$ cat src/rtl/pmc_access_pkg.sv
package pmc_access_pkg;

  typedef enum logic [1:0] {
    WR_NARROW = 2'd0,
    WR_WIDE   = 2'd1,
    WR_FIXED  = 2'd2,
    WR_RSVD   = 2'd3
  } wr_alias_e;

  typedef struct packed {
    logic fast;
    logic fixed_grp;
    logic fault;
  } rd_mode_t;

endpackage

$ cat src/rtl/pmc_ctr_bank.sv
module pmc_ctr_bank #(
  parameter int W     = 48,
  parameter int N     = 4,
  parameter int NUM_W = 8
) (
  input  logic             clk,
  input  logic             rst_n,
  input  logic             we,
  input  logic [NUM_W-1:0] wnum,
  input  logic [W-1:0]     wval,
  input  logic [NUM_W-1:0] rnum,
  output logic [W-1:0]     rval
);

  logic [W-1:0] mem [N];

  always_ff @(posedge clk) begin
    if (!rst_n) begin
      for (int i = 0; i < N; i++) mem[i] <= '0;
    end else if (we) begin
      for (int i = 0; i < N; i++)
        if (wnum == NUM_W'(i)) mem[i] <= wval;
    end
  end

  always_comb begin
    rval = '0;
    for (int i = 0; i < N; i++)
      if (rnum == NUM_W'(i)) rval = mem[i];
  end

  for (genvar g = 0; g < N; g++) begin : g_hold
    // a counter changes only when it is the target of an enabled write
    p_hold_r11: assert property (@(posedge clk) disable iff (!rst_n)
      !(we && wnum == NUM_W'(g)) |=> $stable(mem[g]));
  end

endmodule

$ cat src/rtl/pmc_wr_path.sv
module pmc_wr_path
  import pmc_access_pkg::*;
#(
  parameter int CW    = 48,
  parameter int FW    = 48,
  parameter int NG    = 4,
  parameter int NF    = 3,
  parameter int NUM_W = 8
) (
  input  logic             wr_valid,
  input  logic [1:0]       wr_alias,
  input  logic [NUM_W-1:0] wr_num,
  input  logic [63:0]      wr_data,
  output logic             g_we,
  output logic             f_we,
  output logic [CW-1:0]    g_val,
  output logic [FW-1:0]    f_val,
  output logic             fault_now
);

  wr_alias_e kind;
  logic      g_hi_bad, f_hi_bad, num_bad, refuse;

  assign kind = wr_alias_e'(wr_alias);

  function automatic logic [CW-1:0] sext32(input logic [63:0] d);
    logic [CW-1:0] v;
    for (int i = 0; i < CW; i++) v[i] = (i < 32) ? d[i] : d[31];
    return v;
  endfunction

  assign g_hi_bad = |(wr_data >> CW);
  assign f_hi_bad = |(wr_data >> FW);

  always_comb begin
    num_bad = 1'b0;
    refuse  = 1'b0;
    g_val   = sext32(wr_data);
    f_val   = wr_data[FW-1:0];
    unique case (kind)
      WR_NARROW: num_bad = (wr_num >= NUM_W'(NG));
      WR_WIDE: begin
        num_bad = (wr_num >= NUM_W'(NG));
        refuse  = g_hi_bad;
        g_val   = wr_data[CW-1:0];
      end
      WR_FIXED: begin
        num_bad = (wr_num >= NUM_W'(NF));
        refuse  = f_hi_bad;
      end
      default: refuse = 1'b1;
    endcase
  end

  assign fault_now = wr_valid && (refuse || num_bad);
  assign g_we = wr_valid && !fault_now && (kind == WR_NARROW || kind == WR_WIDE);
  assign f_we = wr_valid && !fault_now && (kind == WR_FIXED);

endmodule

$ cat src/rtl/pmc_rd_decode.sv
module pmc_rd_decode
  import pmc_access_pkg::*;
#(
  parameter int NG    = 4,
  parameter int NF    = 3,
  parameter int NUM_W = 8
) (
  input  logic [31:0]      idx,
  output logic [NUM_W-1:0] num,
  output rd_mode_t         mode
);

  localparam int HI_W = 30 - NUM_W;

  logic [HI_W-1:0] hi;
  logic            missing;

  assign hi  = idx[29:NUM_W];
  assign num = idx[NUM_W-1:0];

  always_comb begin
    if (idx[30]) missing = (num >= NUM_W'(NF));
    else         missing = (num >= NUM_W'(NG));
  end

  assign mode.fast      = idx[31];
  assign mode.fixed_grp = idx[30];
  assign mode.fault     = missing || (|hi);

endmodule

$ cat src/rtl/pmc_access.sv
module pmc_access
  import pmc_access_pkg::*;
#(
  parameter int CW    = 48,
  parameter int FW    = 48,
  parameter int NG    = 4,
  parameter int NF    = 3,
  parameter int NUM_W = 8
) (
  input  logic             clk,
  input  logic             rst_n,
  input  logic             wr_valid,
  output logic             wr_ready,
  input  logic [1:0]       wr_alias,
  input  logic [NUM_W-1:0] wr_num,
  input  logic [63:0]      wr_data,
  output logic             wr_fault,
  input  logic             rd_req_valid,
  output logic             rd_req_ready,
  input  logic [31:0]      rd_index,
  output logic             rd_rsp_valid,
  input  logic             rd_rsp_ready,
  output logic [63:0]      rd_rsp_data,
  output logic             rd_rsp_fault
);

  logic             g_we, f_we, fault_now;
  logic [CW-1:0]    g_wval, g_rval;
  logic [FW-1:0]    f_wval, f_rval;
  logic [NUM_W-1:0] rnum;
  rd_mode_t         mode, mode_q;
  logic [63:0]      sel_data;
  logic             accept;

  assign wr_ready = 1'b1;

  pmc_wr_path #(.CW(CW), .FW(FW), .NG(NG), .NF(NF), .NUM_W(NUM_W)) u_wr (
    .wr_valid (wr_valid),
    .wr_alias (wr_alias),
    .wr_num   (wr_num),
    .wr_data  (wr_data),
    .g_we     (g_we),
    .f_we     (f_we),
    .g_val    (g_wval),
    .f_val    (f_wval),
    .fault_now(fault_now)
  );

  pmc_ctr_bank #(.W(CW), .N(NG), .NUM_W(NUM_W)) u_gen (
    .clk(clk), .rst_n(rst_n), .we(g_we), .wnum(wr_num), .wval(g_wval),
    .rnum(rnum), .rval(g_rval)
  );

  pmc_ctr_bank #(.W(FW), .N(NF), .NUM_W(NUM_W)) u_fix (
    .clk(clk), .rst_n(rst_n), .we(f_we), .wnum(wr_num), .wval(f_wval),
    .rnum(rnum), .rval(f_rval)
  );

  pmc_rd_decode #(.NG(NG), .NF(NF), .NUM_W(NUM_W)) u_dec (
    .idx (rd_index),
    .num (rnum),
    .mode(mode)
  );

  always_comb begin
    sel_data = '0;
    if (mode.fixed_grp) sel_data[FW-1:0] = f_rval;
    else                sel_data[CW-1:0] = g_rval;
    if (mode.fast) sel_data[63:32] = '0;
    if (mode.fault) sel_data = '0;
  end

  assign rd_req_ready = !rd_rsp_valid || rd_rsp_ready;
  assign accept       = rd_req_valid && rd_req_ready;

  always_ff @(posedge clk) begin
    if (!rst_n) begin
      rd_rsp_valid <= 1'b0;
      rd_rsp_data  <= '0;
      rd_rsp_fault <= 1'b0;
      mode_q       <= '0;
      wr_fault     <= 1'b0;
    end else begin
      wr_fault <= fault_now;
      if (accept) begin
        rd_rsp_valid <= 1'b1;
        rd_rsp_data  <= sel_data;
        rd_rsp_fault <= mode.fault;
        mode_q       <= mode;
      end else if (rd_rsp_ready) begin
        rd_rsp_valid <= 1'b0;
        rd_rsp_fault <= 1'b0;
      end
    end
  end

  p_rsp_hold_r10: assert property (@(posedge clk) disable iff (!rst_n)
    rd_rsp_valid && !rd_rsp_ready |=>
      rd_rsp_valid && $stable(rd_rsp_data) && $stable(rd_rsp_fault));

  p_fault_zero_r7: assert property (@(posedge clk) disable iff (!rst_n)
    rd_rsp_valid && rd_rsp_fault |-> rd_rsp_data == 64'd0);

  p_fast_upper_r6: assert property (@(posedge clk) disable iff (!rst_n)
    rd_rsp_valid && mode_q.fast |-> rd_rsp_data[63:32] == 32'd0);

  p_wfault_pulse_r3: assert property (@(posedge clk) disable iff (!rst_n)
    wr_fault |-> $past(wr_valid));

  if (CW < 64) begin : g_wchk
    p_norm_width_r9: assert property (@(posedge clk) disable iff (!rst_n)
      rd_rsp_valid && !mode_q.fixed_grp |-> (rd_rsp_data >> CW) == 64'd0);
  end

endmodule

$ cat config.mk
export PLATFORM = sky130hd
export DESIGN_NAME = pmc_access
export DESIGN_NICKNAME = d
export VERILOG_FILES = /design/src/rtl/pmc_access_pkg.sv /design/src/rtl/pmc_ctr_bank.sv /design/src/rtl/pmc_wr_path.sv /design/src/rtl/pmc_rd_decode.sv /design/src/rtl/pmc_access.sv
export SDC_FILE = /design/constraint.sdc
export NUM_CORES = 1
export LEC_CHECK = 0
export BUFFER_PORTS_ARGS = -buffer_cell sky130_fd_sc_hd__clkbuf_2
export CAP_MARGIN = 10
export CORE_ASPECT_RATIO = 0.5
export CORE_MARGIN = 2
export CORE_UTILIZATION = 53
export CTS_CLUSTER_DIAMETER = 40
export DETAILED_ROUTE_END_ITERATION = 10
export PLACE_DENSITY = 0.73
export SYNTH_ARGS = -nofsm -noshare
export SYNTH_HDL_FRONTEND = slang
export SYNTH_SLANG_ARGS = --single-unit
$ cat constraint.sdc
create_clock -name clk -period 7.8 [get_ports clk]
set_clock_uncertainty 0.05 [all_clocks]
set_input_delay 0 -clock clk [delete_from_list [all_inputs] [get_ports clk]]
set_output_delay 0 -clock clk [all_outputs]
set_load 0.02 [all_outputs]
==> flow_metrics.py <==
metrics = {
    "status": {
        "outcome": "completed",
    },
    "timing": {
        "tightest_slew_ns": 1.15,
        "fin_setup_tns_ns": 0,
        "max-slew-margin-rel": 0.231,
        "drv_slew": 0,
        "finalHoldViolations": 0,
        "rsz0062_at_grt": "false",
        "fmax_mhz": 312,
        "setup_viol": 0,
        "fin_ws_ns": 4.60,
        "min_period_over_period": 0.411,
        "min_period_ns": 3.20,
    },
    "route": {
        "drtAntennaViolNets": 0,
        "drtIter0Drc": 1212,
        "wl_mm": 43.0,
        "vias": 11800,
        "remaining_drc_errors": 0,
        "avgRoutedWirePerCell_um": 22.8,
        "drtPass1Iterations": 6,
        "routed_via_density": 6.25,
    },
    "synth": {
        "yosysTopAreaCell": "edfxtp_1",
        "synth_edf_count": 336,
        "synthFlopType": "edfxtp_1",
        "synthDistinctLibCells": 37,
        "syn_area_sq_um": 17200,
        "synth.yosys.warnings": 0,
        "syn_avg_cell_area_sq_um": 13.4,
        "ys_async_sr_fraction": 0,
        "ys_top_cells_by_area": "edfxtp_1 59%, nor4_1 8.0%, mux4_2 6.3%",
        "yosysSeqAreaShare": 0.645,
        "yosysMostFrequentCell": "edfxtp_1",
        "syn_inst": 1289,
        "synth-seq-cells": 387,
        "ys_top_cells_by_count": "336 x edfxtp_1, 221 x nor4_1, 153 x nand2_1",
        "synth_top_area_share": 0.585,
    },
    "placement": {
        "pre_cts_ws_ns": 4.13,
        "io_buffers": 162,
        "dp.cells": 1769,
        "dp_hpwl_mm": 23.2,
        "gp_congestion": 0.836,
    },
    "pwr": {
        "peakVddDrop_mv": 0.118,
        "p_leak_uw": 0.00688,
        "p_per_area_nw_per_um2": 226,
    },
    "final_layout": {
        "final_nets": 1545,
        "areaGrowthSynthToFinish_pct": 15.2,
        "stdcell_count": 1887,
        "multi_input_area_sq_um": 5490,
        "utilization": 0.624,
        "regArea_sq_um": 11100,
        "layout-drive-gt1-share": 0.206,
        "fillers": 2379,
    },
    "critical_path": {
        "critPathRequiredTime_ns": 7.91,
        "crit_path_max_fanout": 85,
        "worstSetupEndpointType": "flop",
        "critPathKind": "in2reg",
        "worstPathArrival_ns": 3.31,
        "max_stage_delay_ns": 0.76,
        "crit_family": "compound AO/OA/AOI/OAI gates",
        "critPathBufInv": 4,
        "cp-start-kind": "input pin",
        "crit_top_cell": "buf_4",
        "path_cells": "clkbuf_2 -> inv_1 -> ha_1 -> nor4b_1 -> nand4_1 -> o41a_2 -> buf_4 -> o21ai_4 -> buf_4",
        "cpMaxStageDelayCell": "o21ai_4",
    },
    "global_routing": {
        "grt-ovfl-total": 0,
        "grt_max_degree": 241,
        "antenna_found_initial": 1,
        "grt_pass1_wl_mm": 66.8,
        "grt_pass1_vias": 11800,
        "grtUsageTotal": 0.252,
    },
    "worst_hold_path": {
        "min_path_type": "in2reg",
    },
    "clock_network": {
        "cts_tree": "built",
        "cts-root-buf": "clkbuf_16",
        "postCtsHoldBufs": 54,
        "numCtsBuffers": 37,
        "htree_levels": 2,
        "cts_setup_buffers": 0,
        "clk_pin_slew_ns": 0.06,
        "cts_resized": 0,
        "clk_latency_ns": 0.53,
        "clockBufferDepth": 3,
        "clock_sinks": 387,
    },
    "die": {
        "die-height_um": 132,
        "die_area_sq_um": 34100,
        "core_area_sq_um": 31800,
        "io_pins": 180,
        "rows": 46,
        "start_util": 0.541,
        "die_w_um": 259,
    },
    "run": {
        "drv_cap": 0,
    },
}
## report_power, final
group	total, uW	internal (uW)	switching, uW
Sequential	2360	2330	24.8
Combinational	392	147	244
Clock	1740	991	749
## flip-flops by register name (all words and copies together) (netlist names)
| name | flops |
|---|---|
| wr_fault | 1 |
| rd_rsp_fault | 1 |
| rd_rsp_data | 48 |
| rd_rsp_valid | 1 |
| u_fix.mem | 144 |
| u_gen.mem | 192 |
## final timing paths
| path | start | endpoint | slack (ns) | depth (start not counted) |
|---|---|---|---|---|
| worst min-delay path | rst_n | rd_rsp_data[15]$_SDFFE_PN0P_ | 0.09 | 4 |
| worst max register to register | rd_rsp_valid$_SDFFE_PN0P_ | rd_rsp_data[32]$_SDFFE_PN0P_ | 5.37 | 4 |
| worst max-delay path | wr_alias[0] | u_gen.mem[2][11]$_SDFFCE_PN0P_ | 4.60 | 9 |
| worst min register to register | rd_rsp_data[13]$_SDFFE_PN0P_ | rd_rsp_data[13]$_SDFFE_PN0P_ | 0.40 | 2 |
## cells in the final DEF, fill, tap and decap left out, types with 4 or more instances in the layout
master | netlist | routed
clkinv_1 | 0 | 5
a2bb2oi_1 | 32 | 32
buf_4 | 17 | 26
edfxtp_1 | 336 | 336
o21ai_4 | 0 | 7
inv_1 | 5 | 5
nor4_1 | 221 | 221
o21ai_0 | 53 | 49
nor3_1 | 27 | 27
clkbuf_2 | 0 | 158
nand2_1 | 153 | 153
clkbuf_1 | 91 | 9
nor2b_1 | 5 | 4
conb_1 | 2 | 17
a21o_1 | 32 | 32
clkinv_2 | 0 | 4
dfxtp_1 | 51 | 51
o2bb2ai_1 | 16 | 16
mux2i_1 | 64 | 64
clkbuf_16 | 0 | 37
nand3_1 | 17 | 17
nand4_1 | 4 | 4
ha_1 | 4 | 4
mux4_2 | 48 | 48
nor2_1 | 38 | 38
dlygate4sd3_1 | 0 | 54
## cell type report
type | instances | share of cell area
antenna | 1 | 0.000126
clock buffer | 48 | 0.0497
clock inverter | 15 | 0.00762
inverter | 5 | 0.000945
multi-input combinational | 759 | 0.277
sequential | 387 | 0.560
tap | 432 | 0.0272
timing repair buffer | 240 | 0.0781
## worst reg2reg max path: cells and delay by family, from the launching register on
family | cells | cell delay [ns]
simple gates | 3 | 1.42
compound gates | 1 | 0.54
flops | 1 | 0.32
## per-layer routing
layer	up-vias	share of wire	track usage	wire length, um
met1	5826	0.40	0.348	17400
li1	5335	-	-	-
met3	72	0.079	0.0378	3380
met4	0	0.020	0.0739	860
met2	561	0.50	0.417	21400
met5	-	0	0	0
## cells by family (layout without fill, tap and decap cells)
kind of cell             Yosys count  count (layout)  synth area share
AO/OA/AOI/OAI                    147             147            0.0592
adder cells (fa/ha/maj)            4               4           0.00290
buffers and inverters            158             308            0.0488
flip-flops                       387             387             0.645
multiplexers                     112             112            0.0999
other                              2              18          0.000436
AND/OR/NAND/NOR                  479             479             0.144
## through the flow
stage          hold WS, ns  cell area (sq um)  total power (uW)
4_1_cts             0.0693              19900              4500
5_1_grt             0.0943              19900              4630
3_5_place_dp         0.194              18200              2770
2_1_floorplan       0.0661              17300              2650
3_3_place_gp         0.194              18200              2760
6_report            0.0861              19900              4490
No activity file was read; power rests on OpenSTA's default activity.
